**src/rtl/cmp_timer_pkg.sv**
```systemverilog
package cmp_timer_pkg;
    localparam int ADDR_W = 3;

    typedef enum logic [ADDR_W-1:0] {
        A_FREQ = 3'd0,
        A_PCNT = 3'd1,
        A_VCNT = 3'd2,
        A_VOFF = 3'd3,
        A_KCTL = 3'd4,
        A_TVAL = 3'd5,
        A_CTL  = 3'd6
    } reg_addr_e;

    localparam int CTL_EN   = 0;
    localparam int CTL_MASK = 1;
    localparam int CTL_STAT = 2;

    typedef enum logic {
        ST_WAIT,
        ST_EXPIRED
    } cmp_state_e;
endpackage

```
**src/rtl/cmp_timer_counter.sv**
```systemverilog
module cmp_timer_counter #(
    parameter int CNT_W = 64
) (
    input  logic             clk,
    input  logic             rst_n,
    output logic [CNT_W-1:0] count_o
);
    logic [CNT_W-1:0] cnt_q;

    always_ff @(posedge clk) begin
        if (!rst_n) cnt_q <= '0;
        else        cnt_q <= cnt_q + 1'b1;
    end

    assign count_o = cnt_q;

    assert_count_step_R1: assert property (@(posedge clk) disable iff (!rst_n)
        1'b1 |=> (cnt_q == $past(cnt_q) + 1'b1));
endmodule

```
**src/rtl/cmp_timer_fsm.sv**
```systemverilog
module cmp_timer_fsm
    import cmp_timer_pkg::*;
#(
    parameter int CNT_W = 64
) (
    input  logic             clk,
    input  logic             rst_n,
    input  logic [CNT_W-1:0] count_i,
    input  logic             rearm_i,
    input  logic [CNT_W-1:0] rel_i,
    input  logic             ctl_we_i,
    input  logic             en_in,
    input  logic             mask_in,
    output logic             en_o,
    output logic             mask_o,
    output logic             status_o,
    output logic             irq_o,
    output logic [CNT_W-1:0] deadline_o
);
    cmp_state_e       state_q, state_d;
    logic [CNT_W-1:0] deadline_q;
    logic             en_q, mask_q;
    logic             hit;

    assign hit = en_q && (count_i >= deadline_q);

    always_comb begin
        state_d = state_q;
        unique case (state_q)
            ST_WAIT:     if (rearm_i) state_d = ST_WAIT;
                         else if (hit) state_d = ST_EXPIRED;
            ST_EXPIRED:  if (rearm_i) state_d = ST_WAIT;
            default:     state_d = ST_WAIT;
        endcase
    end

    always_ff @(posedge clk) begin
        if (!rst_n) begin
            state_q    <= ST_WAIT;
            deadline_q <= '0;
            en_q       <= 1'b0;
            mask_q     <= 1'b0;
        end else begin
            state_q <= state_d;
            if (rearm_i) deadline_q <= count_i + rel_i;
            if (ctl_we_i) begin
                en_q   <= en_in;
                mask_q <= mask_in;
            end
        end
    end

    always_comb begin
        status_o   = (state_q == ST_EXPIRED);
        irq_o      = en_q && status_o && !mask_q;
        en_o       = en_q;
        mask_o     = mask_q;
        deadline_o = deadline_q;
    end

    assert_status_sticky_R4: assert property (@(posedge clk) disable iff (!rst_n)
        (status_o && !rearm_i) |=> status_o);
    assert_disabled_hold_R8: assert property (@(posedge clk) disable iff (!rst_n)
        (!en_q && !rearm_i) |=> $stable(status_o));
    assert_rearm_clears_R5: assert property (@(posedge clk) disable iff (!rst_n)
        rearm_i |=> (!status_o && !irq_o));
    assert_hit_sets_R6: assert property (@(posedge clk) disable iff (!rst_n)
        (en_q && !rearm_i && (count_i >= deadline_q)) |=> status_o);
endmodule

```
**src/rtl/cmp_timer.sv**
```systemverilog
module cmp_timer
    import cmp_timer_pkg::*;
#(
    parameter int          CNT_W   = 64,
    parameter int          TVAL_W  = 32,
    parameter logic [63:0] FREQ_HZ = 64'd1000000000
) (
    input  logic              clk,
    input  logic              rst_n,
    input  logic              bus_sel,
    input  logic              bus_we,
    input  logic [ADDR_W-1:0] bus_addr,
    input  logic [CNT_W-1:0]  bus_wdata,
    output logic [CNT_W-1:0]  bus_rdata,
    output logic              irq_o
);
    localparam int EXT_W = CNT_W - TVAL_W;

    logic [CNT_W-1:0] count, deadline, voff_q, rd_val, rdata_q, tval_diff, rel;
    logic             en, mask, status;
    logic             wr, rd, tval_we, ctl_we, voff_we;

    assign wr      = bus_sel && bus_we;
    assign rd      = bus_sel && !bus_we;
    assign tval_we = wr && (bus_addr == A_TVAL);
    assign ctl_we  = wr && (bus_addr == A_CTL);
    assign voff_we = wr && (bus_addr == A_VOFF);
    assign rel     = {{EXT_W{bus_wdata[TVAL_W-1]}}, bus_wdata[TVAL_W-1:0]};

    cmp_timer_counter #(.CNT_W(CNT_W)) i_counter (
        .clk     (clk),
        .rst_n   (rst_n),
        .count_o (count)
    );

    cmp_timer_fsm #(.CNT_W(CNT_W)) i_fsm (
        .clk        (clk),
        .rst_n      (rst_n),
        .count_i    (count),
        .rearm_i    (tval_we),
        .rel_i      (rel),
        .ctl_we_i   (ctl_we),
        .en_in      (bus_wdata[CTL_EN]),
        .mask_in    (bus_wdata[CTL_MASK]),
        .en_o       (en),
        .mask_o     (mask),
        .status_o   (status),
        .irq_o      (irq_o),
        .deadline_o (deadline)
    );

    always_ff @(posedge clk) begin
        if (!rst_n)       voff_q <= '0;
        else if (voff_we) voff_q <= bus_wdata;
    end

    assign tval_diff = deadline - count;

    always_comb begin
        rd_val = '0;
        unique case (bus_addr)
            A_FREQ: rd_val = FREQ_HZ;
            A_PCNT: rd_val = count;
            A_VCNT: rd_val = count - voff_q;
            A_VOFF: rd_val = voff_q;
            A_KCTL: rd_val = '0;
            A_TVAL: rd_val = {{EXT_W{tval_diff[TVAL_W-1]}}, tval_diff[TVAL_W-1:0]};
            A_CTL: begin
                rd_val[CTL_EN]   = en;
                rd_val[CTL_MASK] = mask;
                rd_val[CTL_STAT] = status;
            end
            default: rd_val = '0;
        endcase
    end

    always_ff @(posedge clk) begin
        if (!rst_n)  rdata_q <= '0;
        else if (rd) rdata_q <= rd_val;
    end

    assign bus_rdata = rdata_q;

    assert_ctl_write_irq_R7: assert property (@(posedge clk) disable iff (!rst_n)
        (ctl_we && !bus_wdata[CTL_EN]) |=> !irq_o);
    assert_voff_write_R2: assert property (@(posedge clk) disable iff (!rst_n)
        voff_we |=> (voff_q == $past(bus_wdata)));
    assert_read_hold_R11: assert property (@(posedge clk) disable iff (!rst_n)
        !rd |=> $stable(bus_rdata));
endmodule

```
**config.mk**
```make
export PLATFORM = sky130hd
export DESIGN_NAME = cmp_timer
export DESIGN_NICKNAME = d
export VERILOG_FILES = /design/src/rtl/cmp_timer_pkg.sv /design/src/rtl/cmp_timer_counter.sv /design/src/rtl/cmp_timer_fsm.sv /design/src/rtl/cmp_timer.sv
export SDC_FILE = /design/constraint.sdc
export NUM_CORES = 1
export LEC_CHECK = 0
export BUFFER_PORTS_ARGS = -buffer_cell sky130_fd_sc_hd__buf_2
export CORE_MARGIN = 2
export CORE_UTILIZATION = 35
export DETAILED_ROUTE_END_ITERATION = 6
export SYNTH_ARGS = -nofsm -noshare
export SYNTH_HDL_FRONTEND = slang
export SYNTH_SLANG_ARGS = --single-unit
```
**constraint.sdc**
```tcl
create_clock -name clk -period 4.5 [get_ports clk]
set_input_delay 0.9 -clock clk [delete_from_list [all_inputs] [get_ports clk]]
set_output_delay 0.9 -clock clk [all_outputs]
set_load 0.01 [all_outputs]
```
* After elaboration in Yosys (flattened, before gate mapping)
Index checks and enable logic that the tools add are counted.
** Storage, ports and cells
- Register bits after elaboration :: 259
- Bits in latches :: 0
- RAM bits :: 0
- ROM bits :: 0
- Input port bits :: 71
- Output and inout bits :: 65
- Logic and storage cells :: 35
- Memories kept :: 0
** Cells by class
- Add/subtract/negate cells :: 4
- Multiply operators :: 0
- Divide/modulo/power cells :: 0
- Magnitude comparators :: 1
- Equal/unequal tests :: 5
- Shift-type cells :: 0
- Mux-type cells :: 6
- Bitwise operators :: 1
- Reduce and logical (&&, ||, !) cells :: 11
** Operators by type and width (count)
- one-hot mux 61 bit (5 select lines) :: 1
- adder 64 x 1 -> 64 bit (second input constant) :: 1
- adder 64 bit :: 1
- >= comparator 64 bit :: 1
- subtractor 64 bit :: 1
- subtractor 32 bit :: 1
- one-hot mux 3 bit (5 select lines) :: 1
- logical AND 1 bit :: 8
- equality test 3 x 2 -> 1 bit (second input constant) :: 2
- equality test 3 bit (second input constant) :: 2
- equality test 3 x 1 -> 1 bit (second input constant) :: 1
- logical NOT 3 bit :: 1
- 2-to-1 mux 1 bit :: 3
- logical NOT 1 bit :: 2
- one-hot mux 1 bit (2 select lines) :: 1
- inverter 1 bit :: 1

* Logic depth before layout (Yosys ltp)
Gate-level depths: netlist of run 1.
- Depth after elaboration :: 5
- Mapped depth :: 15
- Depth with buffers taken out :: 15

* Cells and area by module
A second synthesis of run 1 with hierarchy kept.
** Second synthesis, totals
- Cells, all modules :: 2962
- Area, all modules :: 21941.0 um^2
** By module, submodules not included
- cmp_timer :: instances 1, cells each 1613, area each 11344.6 um^2, seq. area each 2562.5 um^2
- cmp_timer_fsm :: instances 1, cells each 1008, area each 7702.4 um^2, seq. area each 1341.3 um^2
- cmp_timer_counter :: instances 1, cells each 341, area each 2894.0 um^2, seq. area each 1281.2 um^2

* Worst setup path before layout of run 1
OpenSTA, ideal clock, no wires.
- Path kind :: input -> register
- Start point :: input port bus_wdata[0]
- End point :: register i_fsm.deadline_q[60], in the netlist i_fsm.deadline_o[60]
- Library setup time :: 0.074 ns
- Arrival :: 3.482 ns
- Required time :: 4.426 ns
- Slack :: 0.944 ns
- Cell stages on the path :: 13
- Buffers on the path :: 0
- Cell sequence :: ha_1 > inv_1 > fa_1 > nor2b_1 > o31ai_1 > a211oi_2 > o2111ai_1 > a21oi_2 > a31oi_1 > o211ai_2 > a41oi_1 > or4_1 > a31oi_1
** On the way
- Cells in the longest elaborated chain, start to end :: 1
** Ends and longest elaborated chain
- from (decl) :: line cmp_timer.sv:13 : input logic [CNT_W-1:0] bus_wdata,
- adder 64 bit :: line cmp_timer_fsm.sv:45 : if (rearm_i) deadline_q <= count_i + rel_i;
- to (signal assigned) :: line cmp_timer_fsm.sv:45
- to (decl) :: line cmp_timer_fsm.sv:21 : logic [CNT_W-1:0] deadline_q;
No other way between the ends.
A chain may end at the register's enable or synchronous reset.

* Worst setup path after layout of run 1
- Start point :: register i_counter.cnt_q[2], in the netlist i_counter.count_o[2]
- End point :: register i_fsm.deadline_q[62], in the netlist i_fsm.deadline_o[62]
** On the way
- Cells in the longest elaborated chain, start to end :: 1
** Ends and longest elaborated chain
- from (decl) :: line cmp_timer_counter.sv:8 : logic [CNT_W-1:0] cnt_q;
- from (signal assigned) :: line cmp_timer_counter.sv:12 : else cnt_q <= cnt_q + 1'b1;
- adder 64 bit :: line cmp_timer_fsm.sv:45
No other way between the ends.

==> metrics.txt, run 1 <==
status=finished, final reports clean; post-route ant nets=0; slowest CP cell=dfxtp_1; vias=21600; Routed WL=77.4 mm; Reg area=~5200 µm²; crit end category=flop; die width=approximately 250 µm; Final Hold Viols=0; dominant cells by area after synthesis=dfxtp_1, ha_1, nand2_1; syn_area_per_cell=between 7 and 8 µm²; worst r2r dst=i_fsm.deadline_o[62]$_SDFFE_PN0P_; drt pass-1 iters=5; Die Y=~250 µm; FMAX=about 250 MHz; Bufs on Longest Clock Path=3; fraction of layout cells with a size suffix above 1=between 10% and 20%; Synthesized Nets=3248; CTS Sinks=between 200 and 300; area of the multi-input gates=15400 µm²; worst path arrival time=4.47 ns; First DRT Iteration DRCs=between 1500 and 2000; Period minus WS final=around 4.0 ns; hold buffers post-CTS=0; gpl congestion=between 0.9 and 1; FF-to-FF Start=i_counter.count_o[2]$_SDFF_PN0_; Syn Inst Count=just under 3000; final core occ=~40%; Worst Max-Slew Pin Slew=between 1 and 1.5 ns; Post-CTS Setup Repair Bufs=0; Max Clock Skew=0.0194 ns; CTS Buf Count=34; Power Total=~6600 µW; Tcrit/Tclk final=89.8%; Yosys warnings=0; post-placement setup slack=between 0.06 and 0.07 ns; fillcell total=~6400; routed len/inst=19.9 µm; Rows=just over 90; hold endpoint=bus_rdata[7]$_SDFFE_PN0P_; first-pass GRT wire length=roughly 120 mm; Max FO, Critical Path=10; hold path depth=2; Distinct cells, synth=between 100 and 150; grt total ovfl=0; most frequent cells in the layout=nand2_1, a21oi_1, dfxtp_1; Initial Util=35.5%; Resize count post-CTS=0; Reg2Reg Depth=13; cell breakdown of the critical path=ha_1 -> nor2b_1 -> o31ai_1 -> a211oi_2 -> o2111ai_1 -> a21oi_2 -> a31oi_1 -> o211ai_2 -> a41oi_1 -> buf_4 -> o21ai_1 -> xnor2_1 -> a21oi_1; PortBufs=135; post-synthesis sequential area ratio=23.6%; Detail Placement HPWL=about 60 mm; fin. max-slew vios=0; pwr dens=about 270 nW/µm²; # setup viols final=0; Yosys top cell by area=dfxtp_1; Worst VDD drop=around 0.21 mV; CTS tree=yes; Seq cells post-synth=~260; Hold Slack=~0.45 ns; crit path launch type=flop; top_reg_cell synth=dfxtp_1; Worst-path clk slew=0.06 ns; Synth-to-Final Area Change=13.1%; post-synthesis instance area=about 22000 µm²; Vias/cell=5.55; CTS H-tree depth=2; Post-synth EDFFs=0; required time of the critical path=4.92 ns; vias in the first global route=roughly 20000; initial antenna violation count=9; max_cap viols=0; R2R setup slack=~0.46 ns; die area=64700 µm²; Tightest Hold Check Type=reg -> reg; Yosys top cell area share=about a quarter; CTS root buf=clkbuf_16; # IOs=between 100 and 150; final setup TNS=0 ns; remaining routing DRC violations=0; commonest non-fill, non-tap cell in the layout=nand2_1; PnR worst setup slack=approximately 0.46 ns; CP Class=reg -> reg; hold_sp=bus_rdata[7]$_SDFFE_PN0P_; Leak Pwr=~0.011 µW; launch point of the critical path=i_counter.count_o[2]$_SDFF_PN0_; largest net degree at the start of global routing=around 90; CP max stage delay=approximately 0.64 ns; ys async rst share=0%; total track usage=between 20% and 30%; nets=about 3300; latest clock arrival within the worst-skew pair=approximately 0.55 ns; core area=61800 µm²; RSZ-0062 raised after global routing=false; slew margin rel.=approximately a quarter
cell type report:
| class | instances | share of cell area (%) |
|---|---|---|
| diodes | 2 | 0.0202 |
| clock buffers | 49 | 4.06 |
| clock inverters | 11 | 0.666 |
| inverters | 197 | 3.00 |
| multi-input cells | 2334 | 62.2 |
| flip-flops and latches | 259 | 20.9 |
| well taps | 837 | 4.22 |
| repair buffers | 204 | 4.91 |
metal layers:
metal	vias up	GRT usage, %	routed length [µm]	part of all wire [%]
met4	14	8.08	2660	3.4
met2	706	36.4	33100	43
li1	10700	-	-	-
met5	-	0	83	0.11
met1	10100	32.7	35400	46
met3	156	4.64	6100	7.9
kinds of logic (layout without fill, tap and decap cells):
family,Yosys count,after routing,share of synthesized area [%]
other cells,0,2,0
compound gates,947,947,28.9
simple gates,960,960,20.1
xor+xnor,186,186,7.43
buf+inv,358,461,6.28
mux,15,15,0.690
flops,259,259,23.6
fa+ha+maj,226,226,13.0
critical path, delay by kind of cell (launching register included):
kind | cells | cell delay, ns
compound gates | 9 | 2.46
flops | 1 | 0.64
fa+ha+maj | 1 | 0.34
buf+inv | 1 | 0.18
simple gates | 1 | 0.15
xor+xnor | 1 | 0.15
synthesized netlist by cell type (37+ instances only):
master / count
a22oi_1: 37
nor2_1: 175
nand2_1: 455
o21ai_0: 138
a31oi_1: 42
xnor2_1: 110
clkbuf_1: 128
a21o_1: 113
and2_1: 38
dfxtp_1: 259
nand4_1: 58
nand3_1: 59
ha_1: 223
xor2_1: 76
a21oi_1: 334
inv_1: 195
how the worst max path moves through the flow:
stage	depth (start not counted)	end	slack (ns)
3_5_place_dp	14	i_fsm.deadline_o[60]$_SDFFE_PN0P_	0.06
6_report	13	i_fsm.deadline_o[62]$_SDFFE_PN0P_	0.46
2_1_floorplan	13	i_fsm.deadline_o[60]$_SDFFE_PN0P_	0.94
3_3_place_gp	16	i_fsm.deadline_o[62]$_SDFFE_PN0P_	0.09
4_1_cts	14	bus_rdata[58]$_SDFFE_PN0P_	0.48
5_1_grt	14	bus_rdata[58]$_SDFFE_PN0P_	0.15
through the flow:
step,instance area (µm²),instances
6_report,24800,3893
3_3_place_gp,23600,3831
2_1_floorplan,21900,2951
5_1_grt,24800,3892
3_5_place_dp,23600,3831
4_1_cts,24800,3891
sequential cells by signal, indices dropped and copies added (netlist names):
register	count
i_fsm.deadline_o	64
i_fsm.status_o	1
voff_q	64
i_fsm.en_o	1
i_counter.count_o	64
bus_rdata	64
i_fsm.mask_o	1
power breakdown:
| part | total, µW | internal (µW) | leakage, µW | switching (µW) |
|---|---|---|---|---|
| Clock | 2910 | 1790 | 0.000577 | 1130 |
| Sequential | 2360 | 2320 | 0.00209 | 31.4 |
| Combinational | 1310 | 508 | 0.00790 | 798 |
(Power assumes the default switching activity.)
==> run 2: changes to the inputs <==
--- a/config.mk
+++ b/config.mk
@@ -6,9 +6,11 @@
 export NUM_CORES = 1
 export LEC_CHECK = 0
 export BUFFER_PORTS_ARGS = -buffer_cell sky130_fd_sc_hd__buf_2
-export CORE_MARGIN = 2
-export CORE_UTILIZATION = 35
+export CELL_PAD_IN_SITES_DETAIL_PLACEMENT = 0
+export CELL_PAD_IN_SITES_GLOBAL_PLACEMENT = 1
+export CORE_UTILIZATION = 46
 export DETAILED_ROUTE_END_ITERATION = 6
+export PLACE_DENSITY_LB_ADDON = 0.1
 export SYNTH_ARGS = -nofsm -noshare
 export SYNTH_HDL_FRONTEND = slang
 export SYNTH_SLANG_ARGS = --single-unit
==> metrics.txt, run 2 (synthesis results as in run 1) <==
max_cap viols=0 (unchanged); post-route ant nets=0 (unchanged); Vias/cell=6.07 (+9.2%); FF-to-FF Start=i_counter.count_o[1]$_SDFF_PN0_; Synth-to-Final Area Change=12.1%; Bufs on Longest Clock Path=3 (unchanged); Max Clock Skew=0.0269 ns (+0.00756 ns); latest clock arrival within the worst-skew pair=0.56 ns (about the same); final std cells w/o fill=3665 (-5.9%); Power Total=6620 µW (+0.61%); FMAX=248 MHz (+0.46%); CTS Buf Count=35 (+2.9%); PnR worst setup slack=0.475 ns (+0.0187 ns); Post-CTS Setup Repair Bufs=0 (unchanged); DR WL met3=6.36 mm (+4.3%); CTS Sinks=259 (unchanged); die area=48600 µm² (-25%); PortBufs=135 (unchanged); Die Y=220 µm (-13%); fraction of layout cells with a size suffix above 1=11.0% (+0.15 points); core area=46800 µm² (-24%); die width=220 µm (-13%); initial antenna violation count=2 (-7); Worst-path clk slew=0.06 ns (about the same); status=finished, violations left; worst path arrival time=4.46 ns (about the same); grt total ovfl=0 (unchanged); hold_sp=i_fsm.deadline_o[35]$_SDFFE_PN0P_; area of the multi-input gates=15400 µm² (about the same); commonest non-fill, non-tap cell in the layout=nand2_1; Final Hold Viols=0 (unchanged); Tcrit/Tclk final=89.4% (-0.42 points); Initial Util=46.9% (+11 points); gpl congestion=0.976 (+4.5%); Max FO, Critical Path=30 (+20); crit path launch type=flop; CP max stage delay=0.46 ns (-0.18 ns); # IOs=136 (unchanged); # setup viols final=0 (unchanged); most frequent cells in the layout=nand2_1, a21oi_1, dfxtp_1; vias=22200 (+2.8%); total track usage=33.0% (+9.4 points); RSZ-0062 raised after global routing=false; First DRT Iteration DRCs=1923 (+3.8%); Top delay family on crit path=compound AO/OA/AOI/OAI gates; Period minus WS final=4.02 ns (-0.0187 ns); CTS root buf=clkbuf_16; routed len/inst=22.1 µm (+11%); Hold Slack=0.450 ns (-0.000159 ns); Resize count post-CTS=0 (unchanged); Routed WL=80.9 mm (+4.6%); CTS tree=yes; cell breakdown of the critical path=inv_1 -> ha_1 -> nor2b_1 -> o21a_1 -> o21ai_1 -> a21oi_1 -> a221oi_2 -> o21ai_2 -> a31oi_2 -> o311a_2 -> mux2i_4 -> buf_12 -> a31oi_1 -> or3_1; Leak Pwr=0.0106 µW (+0.40%); Rows=79 (-13%); post-placement setup slack=0.0989 ns (+0.0388 ns); failing checks=design-rule violations; fillcell total=4730 (-26%); WL met2=34.2 mm (+3.4%); drt pass-1 iters=7 (+2); Worst VDD drop=0.279 mV (+31%); critical path buffer and inverter count=2 (+1); hold buffers post-CTS=0 (unchanged); met1 WL=37.5 mm (+5.8%); CP Class=reg -> reg; Max Used Layer=met4; Reg area=5180 µm² (unchanged); pwr dens=269 nW/µm² (+1.5%); fin. max-slew vios=0 (unchanged); first-pass GRT wire length=122 mm (+3.2%); largest net degree at the start of global routing=87 (-4.4%); Tightest Hold Check Type=reg -> reg; vias in the first global route=20700 (+3.8%); CTS H-tree depth=2 (unchanged); slowest CP cell=dfxtp_1; antenna diode count=0 (-2); launch point of the critical path=i_counter.count_o[1]$_SDFF_PN0_; final setup TNS=0 ns (unchanged); required time of the critical path=4.94 ns (+0.02 ns); nets=3332 (+0.15%); crit end category=flop; slew margin rel.=13.9% (-11 points); placed cells=3605 (-5.9%); remaining routing DRC violations=15 (+15); Worst Max-Slew Pin Slew=1.28 ns (+0.165 ns); Detail Placement HPWL=61.6 mm (+4.0%)
run 2: cell count changes in the layout (fill, tap and decap cells not counted), sizes merged:
cell,previous run,this run
buf,204,208
clkinv,6,10
clkbuf,49,46
diode,2,0
inv,197,196
run 2: stage by stage:
step | util [%] | area, µm²
final | 52.6 | 24600
after global routing | 52.6 | 24600
after CTS | 52.6 | 24600
after detailed placement | 50.1 | 23400
after global placement | 50.1 | 23400
after floorplan | - | 21900
run 2: routing by layer:
layer / track usage (%) / vias up
li1: - / 10600
met1: 46.5 / 10600
met2: 50.1 / 863
met3: 5.66 / 149
met4: 12.0 / 0
met5: 0 / -
run 2: worst paths after layout:
path                                        to  slack [ns]  cells after the start
max reg2reg         bus_rdata[58]$_SDFFE_PN0P_        0.48                     14
max                 bus_rdata[58]$_SDFFE_PN0P_        0.48                     14
min          i_fsm.deadline_o[35]$_SDFFE_PN0P_        0.45                      2
min reg2reg  i_fsm.deadline_o[35]$_SDFFE_PN0P_        0.45                      2
run 2: area by class of cell:
cell class | instances | share of cell area (%)
clock inverter | 14 | 0.717
clock buffer | 46 | 4.06
sequential | 259 | 21.1
inverter | 197 | 3.03
multi-input combinational | 2334 | 62.7
timing repair buffer | 208 | 5.28
tap | 607 | 3.09
run 2: power breakdown:
group / internal [µW] / leakage [µW] / total, µW / switching [µW]
clock network: 1790 / 0.000583 / 2930 / 1150
logic: 511 / 0.00794 / 1330 / 815
registers: 2320 / 0.00209 / 2350 / 30.6
run 2: worst reg2reg max path, cell delays in order, from the launching register on:
cell      delay, ns
dfxtp_1        0.46
inv_1          0.20
ha_1           0.34
nor2b_1        0.13
o21a_1         0.18
o21ai_1        0.20
a21oi_1        0.16
a221oi_2       0.45
o21ai_2        0.18
a31oi_2        0.35
o311a_2        0.30
mux2i_4        0.27
buf_12         0.24
a31oi_1        0.10
or3_1          0.36
